[src/rtl/pvh_pkg.sv]
// Package: shared types of the packet hold and verdict buffer.
// Assumes: nothing beyond IEEE 1800-2017.
package pvh_pkg;

    // Position of the intake side within the incoming word stream.
    typedef enum logic {
        IN_GAP  = 1'b0,   // next accepted word starts a packet
        IN_BODY = 1'b1    // a packet is partly received
    } in_state_t;

endpackage

[src/rtl/pvh_fifo.sv]
// Module: show-ahead synchronous FIFO. The head entry is visible on
// rd_data whenever empty is low; rd_en pops it at the clock edge.
// Assumes: DEPTH is a power of two; callers never write when full
// nor read when empty.
module pvh_fifo #(
    parameter int W     = 33,
    parameter int DEPTH = 64
) (
    input  logic                       clk,
    input  logic                       rst_n,
    input  logic                       wr_en,
    input  logic [W-1:0]               wr_data,
    input  logic                       rd_en,
    output logic [W-1:0]               rd_data,
    output logic                       empty,
    output logic                       full,
    output logic [$clog2(DEPTH):0]     count
);
    localparam int AW = $clog2(DEPTH);

    logic [W-1:0] mem [DEPTH];
    logic [AW:0]  wp;
    logic [AW:0]  rp;

    // Storage write; contents need no reset.
    always_ff @(posedge clk) begin
        if (wr_en) begin
            mem[wp[AW-1:0]] <= wr_data;
        end
    end

    // Pointer update with synchronous reset.
    always_ff @(posedge clk) begin
        if (!rst_n) begin
            wp <= '0;
            rp <= '0;
        end else begin
            if (wr_en) wp <= wp + 1'b1;
            if (rd_en) rp <= rp + 1'b1;
        end
    end

    // Occupancy and flags from the pointer difference.
    always_comb begin
        count   = wp - rp;
        empty   = (count == '0);
        full    = (count == (AW+1)'(DEPTH));
        rd_data = mem[rp[AW-1:0]];
    end

    // intake gating must keep writes away from a full store.
    p_no_overflow_r7: assert property (@(posedge clk) disable iff (!rst_n)
        wr_en |-> !full);

    // the read side only pops entries that exist.
    p_no_underflow_r1: assert property (@(posedge clk) disable iff (!rst_n)
        rd_en |-> !empty);

endmodule

[src/rtl/pvh_verdict_merge.sv]
// Module: gathers one result from each checker and one lookup port for
// the oldest unresolved packet, then emits a single verdict (discard
// flag plus port) for one cycle and starts over for the next packet.
// Assumes: each source reports once per packet, in packet order, and a
// source does not report for the next packet until the current verdict
// has been emitted.
module pvh_verdict_merge #(
    parameter int N_CHK  = 3,
    parameter int PORT_W = 3
) (
    input  logic              clk,
    input  logic              rst_n,
    input  logic [N_CHK-1:0]  chk_stb,
    input  logic [N_CHK-1:0]  chk_alert,
    input  logic              lkp_valid,
    input  logic [PORT_W-1:0] lkp_port,
    input  logic              vd_full,
    output logic              vd_push,
    output logic              vd_drop,
    output logic [PORT_W-1:0] vd_port
);
    logic [N_CHK-1:0]  seen_q;
    logic [N_CHK-1:0]  alert_q;
    logic              port_have_q;
    logic [PORT_W-1:0] port_q;

    logic [N_CHK-1:0]  seen_nx;
    logic [N_CHK-1:0]  alert_nx;
    logic              have_nx;
    logic [PORT_W-1:0] port_nx;

    // Fold this cycle's strobes into the collected state.
    always_comb begin
        seen_nx  = seen_q | chk_stb;
        alert_nx = alert_q | (chk_stb & chk_alert);
        have_nx  = port_have_q | lkp_valid;
        port_nx  = port_have_q ? port_q : lkp_port;
        vd_push  = (&seen_nx) && have_nx;
        vd_drop  = |alert_nx;
        vd_port  = port_nx;
    end

    // Hold partial results; clear them once a verdict leaves.
    always_ff @(posedge clk) begin
        if (!rst_n || vd_push) begin
            seen_q      <= '0;
            alert_q     <= '0;
            port_have_q <= 1'b0;
            port_q      <= '0;
        end else begin
            seen_q      <= seen_nx;
            alert_q     <= alert_nx;
            port_have_q <= have_nx;
            port_q      <= port_nx;
        end
    end

    // a checker reports only once per packet.
    p_single_report_r5: assert property (@(posedge clk) disable iff (!rst_n)
        !(|(chk_stb & seen_q)));

    // the lookup reports only once per packet.
    p_single_port_r5: assert property (@(posedge clk) disable iff (!rst_n)
        lkp_valid |-> !port_have_q);

    // admission limit keeps a slot free for every verdict.
    p_vq_room_r8: assert property (@(posedge clk) disable iff (!rst_n)
        vd_push |-> !vd_full);

endmodule

[src/rtl/pvh_release.sv]
// Module: read side. With a verdict at the head of the verdict queue
// and a word at the head of the packet store, it either presents the
// word downstream (forward) or pops it silently (discard). The verdict
// is retired on the packet's final word.
// Assumes: show-ahead FIFOs on both inputs; packet words carry their
// end marker in the top bit.
module pvh_release #(
    parameter int DATA_W = 32,
    parameter int PORT_W = 3,
    parameter int CNT_W  = 16
) (
    input  logic              clk,
    input  logic              rst_n,
    input  logic [DATA_W:0]   pkt_head,
    input  logic              pkt_empty,
    input  logic [PORT_W:0]   vd_head,
    input  logic              vd_empty,
    input  logic              out_ready,
    output logic              pkt_pop,
    output logic              vd_pop,
    output logic              out_valid,
    output logic [DATA_W-1:0] out_data,
    output logic              out_last,
    output logic [PORT_W-1:0] out_port,
    output logic [CNT_W-1:0]  drop_count
);
    logic active;
    logic head_drop;
    logic head_last;

    // Decide per word whether to present it or discard it.
    always_comb begin
        active    = !vd_empty && !pkt_empty;
        head_drop = vd_head[PORT_W];
        head_last = pkt_head[DATA_W];
        out_valid = active && !head_drop;
        out_data  = pkt_head[DATA_W-1:0];
        out_last  = head_last;
        out_port  = vd_head[PORT_W-1:0];
        pkt_pop   = (out_valid && out_ready) || (active && head_drop);
        vd_pop    = pkt_pop && head_last;
    end

    // Count each discarded packet on its final word.
    always_ff @(posedge clk) begin
        if (!rst_n) begin
            drop_count <= '0;
        end else if (active && head_drop && head_last) begin
            drop_count <= drop_count + 1'b1;
        end
    end

    // a stalled output word is held unchanged.
    p_hold_stable_r6: assert property (@(posedge clk) disable iff (!rst_n)
        (out_valid && !out_ready) |=> (out_valid && $stable(out_data)
                                       && $stable(out_last) && $stable(out_port)));

    // the discard counter moves by at most one per cycle.
    p_drop_step_r9: assert property (@(posedge clk) disable iff (!rst_n)
        (drop_count == $past(drop_count)) ||
        (drop_count == $past(drop_count) + CNT_W'(1)));

endmodule

[src/rtl/pkt_verdict_hold.sv]
// Module: top of the packet hold and verdict buffer. Stores incoming
// packets, merges checker and lookup results into ordered verdicts,
// and releases or discards each stored packet accordingly.
// Assumes: packets are at most MAX_PKT words; result sources follow
// the rules of pvh_verdict_merge and only report on admitted packets.
module pkt_verdict_hold #(
    parameter int DATA_W    = 32,
    parameter int N_CHK     = 3,
    parameter int PORT_W    = 3,
    parameter int PKT_DEPTH = 64,
    parameter int MAX_PKT   = 16,
    parameter int VQ_DEPTH  = 8,
    parameter int CNT_W     = 16
) (
    input  logic              clk,
    input  logic              rst_n,
    input  logic              in_valid,
    output logic              in_ready,
    input  logic [DATA_W-1:0] in_data,
    input  logic              in_last,
    input  logic [N_CHK-1:0]  chk_stb,
    input  logic [N_CHK-1:0]  chk_alert,
    input  logic              lkp_valid,
    input  logic [PORT_W-1:0] lkp_port,
    output logic              out_valid,
    input  logic              out_ready,
    output logic [DATA_W-1:0] out_data,
    output logic              out_last,
    output logic [PORT_W-1:0] out_port,
    output logic [CNT_W-1:0]  drop_count
);
    import pvh_pkg::*;

    localparam int PAW = $clog2(PKT_DEPTH);
    localparam int VAW = $clog2(VQ_DEPTH);
    localparam int OW  = $clog2(VQ_DEPTH + 1);
    localparam logic [PAW:0] ADMIT_MAX = (PAW+1)'(PKT_DEPTH - MAX_PKT);

    in_state_t        in_st;
    logic [OW-1:0]    outstanding;
    logic             in_fire;
    logic             pkt_full;
    logic             pkt_empty;
    logic [PAW:0]     pkt_count;
    logic [DATA_W:0]  pkt_head;
    logic             pkt_pop;

    logic             vd_push;
    logic             vd_drop;
    logic [PORT_W-1:0] vd_port;
    logic             vd_full;
    logic             vd_empty;
    logic [VAW:0]     vd_count;
    logic [PORT_W:0]  vd_head;
    logic             vd_pop;

    // Admission: space and verdict slots checked only at a packet start.
    always_comb begin
        if (in_st == IN_BODY) begin
            in_ready = !pkt_full;
        end else begin
            in_ready = (pkt_count <= ADMIT_MAX) && (outstanding < OW'(VQ_DEPTH));
        end
        in_fire = in_valid && in_ready;
    end

    // Track packet boundaries on the intake side.
    always_ff @(posedge clk) begin
        if (!rst_n) begin
            in_st <= IN_GAP;
        end else if (in_fire) begin
            in_st <= in_last ? IN_GAP : IN_BODY;
        end
    end

    // Count packets admitted but not yet retired by the read side.
    always_ff @(posedge clk) begin
        if (!rst_n) begin
            outstanding <= '0;
        end else begin
            case ({in_fire && (in_st == IN_GAP), vd_pop})
                2'b10:   outstanding <= outstanding + 1'b1;
                2'b01:   outstanding <= outstanding - 1'b1;
                default: outstanding <= outstanding;
            endcase
        end
    end

    pvh_fifo #(
        .W     (DATA_W + 1),
        .DEPTH (PKT_DEPTH)
    ) u_pkt_store (
        .clk     (clk),
        .rst_n   (rst_n),
        .wr_en   (in_fire),
        .wr_data ({in_last, in_data}),
        .rd_en   (pkt_pop),
        .rd_data (pkt_head),
        .empty   (pkt_empty),
        .full    (pkt_full),
        .count   (pkt_count)
    );

    pvh_verdict_merge #(
        .N_CHK  (N_CHK),
        .PORT_W (PORT_W)
    ) u_merge (
        .clk       (clk),
        .rst_n     (rst_n),
        .chk_stb   (chk_stb),
        .chk_alert (chk_alert),
        .lkp_valid (lkp_valid),
        .lkp_port  (lkp_port),
        .vd_full   (vd_full),
        .vd_push   (vd_push),
        .vd_drop   (vd_drop),
        .vd_port   (vd_port)
    );

    pvh_fifo #(
        .W     (PORT_W + 1),
        .DEPTH (VQ_DEPTH)
    ) u_verdict_q (
        .clk     (clk),
        .rst_n   (rst_n),
        .wr_en   (vd_push),
        .wr_data ({vd_drop, vd_port}),
        .rd_en   (vd_pop),
        .rd_data (vd_head),
        .empty   (vd_empty),
        .full    (vd_full),
        .count   (vd_count)
    );

    pvh_release #(
        .DATA_W (DATA_W),
        .PORT_W (PORT_W),
        .CNT_W  (CNT_W)
    ) u_release (
        .clk        (clk),
        .rst_n      (rst_n),
        .pkt_head   (pkt_head),
        .pkt_empty  (pkt_empty),
        .vd_head    (vd_head),
        .vd_empty   (vd_empty),
        .out_ready  (out_ready),
        .pkt_pop    (pkt_pop),
        .vd_pop     (vd_pop),
        .out_valid  (out_valid),
        .out_data   (out_data),
        .out_last   (out_last),
        .out_port   (out_port),
        .drop_count (drop_count)
    );

    // a word is only shown while a verdict for it is queued.
    p_gated_out_r4: assert property (@(posedge clk) disable iff (!rst_n)
        out_valid |-> !vd_empty);

    // queued verdicts never exceed the packets awaiting release.
    p_outstanding_cap_r8: assert property (@(posedge clk) disable iff (!rst_n)
        (OW'(vd_count) <= outstanding) && (outstanding <= OW'(VQ_DEPTH)));

endmodule

[config.mk]
export PLATFORM = sky130hd
export DESIGN_NAME = pkt_verdict_hold
export DESIGN_NICKNAME = d
export VERILOG_FILES = /design/src/rtl/pvh_pkg.sv /design/src/rtl/pvh_fifo.sv /design/src/rtl/pvh_verdict_merge.sv /design/src/rtl/pvh_release.sv /design/src/rtl/pkt_verdict_hold.sv
export SDC_FILE = /design/constraint.sdc
export NUM_CORES = 2
export LEC_CHECK = 0
export CAP_MARGIN = 40
export CELL_PAD_IN_SITES_DETAIL_PLACEMENT = 1
export CELL_PAD_IN_SITES_GLOBAL_PLACEMENT = 1
export CORE_MARGIN = 3
export CORE_UTILIZATION = 33
export CTS_CLUSTER_SIZE = 14
export DETAILED_ROUTE_END_ITERATION = 8
export PLACE_DENSITY_LB_ADDON = 0.1
export SLEW_MARGIN = 20
export SYNTH_ARGS = -nofsm -noshare
export SYNTH_HDL_FRONTEND = slang
export SYNTH_SLANG_ARGS = --single-unit
[constraint.sdc]
create_clock -name clk -period 8 [get_ports clk]
set_input_delay 2 -clock clk [delete_from_list [all_inputs] [get_ports clk]]
set_output_delay 2 -clock clk [all_outputs]
set_load 0.02 [all_outputs]
==> summary.md <==
| Metric | Value |
|---|---|
| Post-route non-filler standard cell count | 7465 |
| Top-count cell post-synth | edfxtp_1 |
| Syn Nets | 3591 |
| Total power | 26.4 mW |
| Synth area leader | edfxtp_1 |
| TritonCTS clock tree | yes |
| TritonRoute pass-1 iters | 5 |
| Critical path endpoint category | output pin |
| Synth top area cells | edfxtp_1 76%, mux4_2 18%, dfxtp_1 1.5% |
| Final setup margin | 1.30 ns |
| Slew headroom | 42.1% |
| CP endpoint | out_data[6] |
| # hold bufs at CTS | 0 |
| Top FF cell, synth | edfxtp_1 |
| Fillers | 23594 |
| Number of buffers added on ports | 100 |
| Initial core utilization | 33.3% |
| Pin count of the biggest net entering global routing | 75 |
| Post-synth top area share | 75.9% |
| Peak supply drop | 174 uV |
| Number of placed I/O pins | 101 |
| Hold Path Class | reg -> reg |
| Critical path class | reg -> out |
| Fmax | 0.149 GHz |
| Via count | 40178 |
| Die height | 513 um |
| Nets@finish | 3959 |
| Core Util, Final | 39.0% |
| Chip width | 513 um |
| Syn_area_per_cell | 24.0 um2 |
| Req. time, crit path | 6.00 ns |
| Yosys Warn Count | 0 |
| Max FO, Critical Path | 45 |
| Layout cells sized above 1 | 32.8% |
| Total GRT Usage | 19.6% |
| Cell row count | 185 |
| Setup Buffers After CTS | 0 |
| RR Endpoint | outstanding[2] |
| First-pass GRT wire length | 355000 um |
| WL/cell | 34.7 um |
| DRT iter0 DRCs | 4309 |
| MaxCap Viol Count | 0 |
| Clk Latency, worst-skew pair | 0.87 ns |
| RSZ-0062 raised after global routing | no |
| Worst reg-to-reg setup slack | 3.24 ns |
| Vias in the first global route | 42284 |
| Die ar. | 0.263 mm2 |
| Setup_tns | 0 ns |
| Clock sink count | 2206 |
| Drt total wl | 259000 um |
| H-tree levels | 4 |
| Dpl cells | 7022 |
| Final Hold Viols | 0 |
| Synthesized area | 0.0848 mm2 |
| Core ar. | 0.255 mm2 |
| P&R area growth vs syn | 17.2% |
| Placed wire-length estimate | 147000 um |
| Placed Area | 0.0921 mm2 |
| Tcrit/Tclk final | 83.7% |
| Final Slew Violations | 0 |
| Fin Hold WS | 0.467 ns |
| FF+latch count, synth | 2206 |
| Post-synthesis sequential area ratio | 77.4% |
| GR Overflow Total | 0 |
| Vias per cell | 5.38 |
| Pre-CTS setup slack | 2.06 ns |
| Asr flop ratio synth | 0% |
| DRC Markers | 0 |
| Synth cell types | 54 |
| FF-to-FF path depth | 15 |
| Reg clk slew, reported paths | 0.06 ns |
| PD cells | 266 mW/mm2 |
| Top post-synthesis cells by count | 2144 x edfxtp_1, 686 x mux4_2, 85 x clkbuf_1 |
| Design Area, Final | 0.0994 mm2 |
| Fin Clk Skew | 0.0275 ns |
| Worst Path Arrival | 4.70 ns |
| Initial antenna violation count | 23 |
| Final Critical Period | 6.70 ns |
| Setup violators final | 0 |
| Worst slew pin tran | 0.867 ns |
| CP Launch Type | flip-flop |
| CTS Buffer Depth | 3 |
| Post-CTS sizing | 0 |
| GPL Wtd Cong | 0.702 |
| Clock root buffer | clkbuf_16 |
| Leakage | 29.5 nW |
| Post-synth EDFFs | 2144 |
| Instance count of the mapped netlist | 3527 |
| Run status | complete, no violations |
| ANT nets after route | 0 |
| TritonCTS Buffers | 234 |
## cell type report
class | count | area, um2 | share of cell area (%)
Sequential cell | 2206 | 65600 | 66.1
Multi-Input combinational cell | 1109 | 18600 | 18.8
Clock buffer | 307 | 6290 | 6.33
Tap cell | 3366 | 4210 | 4.24
Timing Repair Buffer | 323 | 3570 | 3.60
Clock inverter | 126 | 907 | 0.913
Inverter | 21 | 78.8 | 0.0793
Antenna cell | 7 | 17.5 | 0.0176
## per-layer routing
metal	up-vias	global-route usage, %	routed length (um)
met3	336	3.22	13300
met1	22637	28.2	116000
met4	2	4.99	5880
met2	1144	31.1	124000
met5	-	0	11
li1	16059	-	-
## worst min path at each step
stage                       start                 end  cells after the start
6_report        u_merge.seen_q[1]   u_merge.seen_q[1]                      2
5_1_grt        u_merge.alert_q[2]  u_merge.alert_q[2]                      2
4_1_cts         u_merge.seen_q[1]   u_merge.seen_q[1]                      2
3_5_place_dp    u_merge.seen_q[1]   u_merge.seen_q[1]                      2
3_3_place_gp    u_merge.seen_q[1]   u_merge.seen_q[1]                      2
2_1_floorplan   u_merge.seen_q[1]   u_merge.seen_q[1]                      2
## report_power, final
group | internal, mW | total [mW] | switching (mW)
clock network | 5.75 | 10.3 | 4.50
logic | 1.46 | 3.22 | 1.76
registers | 12.8 | 12.9 | 0.0837
total | 20.0 | 26.4 | 6.35
## cell usage in the layout (no fill, tap or decap), drive strengths merged, types with 17 or more instances in the layout
cell type,netlist,routed
clkdlybuf4s50,0,67
nor2,54,54
buf,106,255
mux2i,25,25
o21ai,35,35
or3,17,17
mux2,18,18
dfxtp,62,62
nand3,17,17
inv,21,25
clkinv,0,109
edfxtp,2144,2144
a21oi,33,33
ha,17,17
nor4,50,50
mux4,686,686
clkbuf,85,308
nand2,37,37
## registers in the layout, indices dropped and copies added (netlist names), named ones only
name,flops
u_merge.port_q,3
u_verdict_q.mem,32
in_st,1
outstanding,4
u_pkt_store.rp,7
u_pkt_store.mem,2112
u_verdict_q.rp,4
u_merge.port_have_q,1
u_pkt_store.wp,7
u_release.drop_count,16
u_merge.seen_q,3
u_merge.alert_q,3
u_verdict_q.wp,4
## cell families (layout without fill, tap and decap cells)
family | Yosys count | after routing | synth area share (%)
compound gates | 110 | 110 | 0.816
xor+xnor | 14 | 14 | 0.145
fa+ha+maj | 17 | 17 | 0.251
buf+inv | 212 | 777 | 1.17
flops | 2206 | 2206 | 77.4
mux | 729 | 729 | 18.8
other cells | 0 | 7 | 0
simple gates | 239 | 239 | 1.50
## worst max-delay path, cell delays in order, from the launching register on
cell and delay (ns):
dfxtp_4 0.81, buf_4 0.71, mux4_2 0.44, mux4_2 0.51, mux4_2 0.61, clkdlybuf4s50_1 0.64
Power figures use the tool's default switching activity.
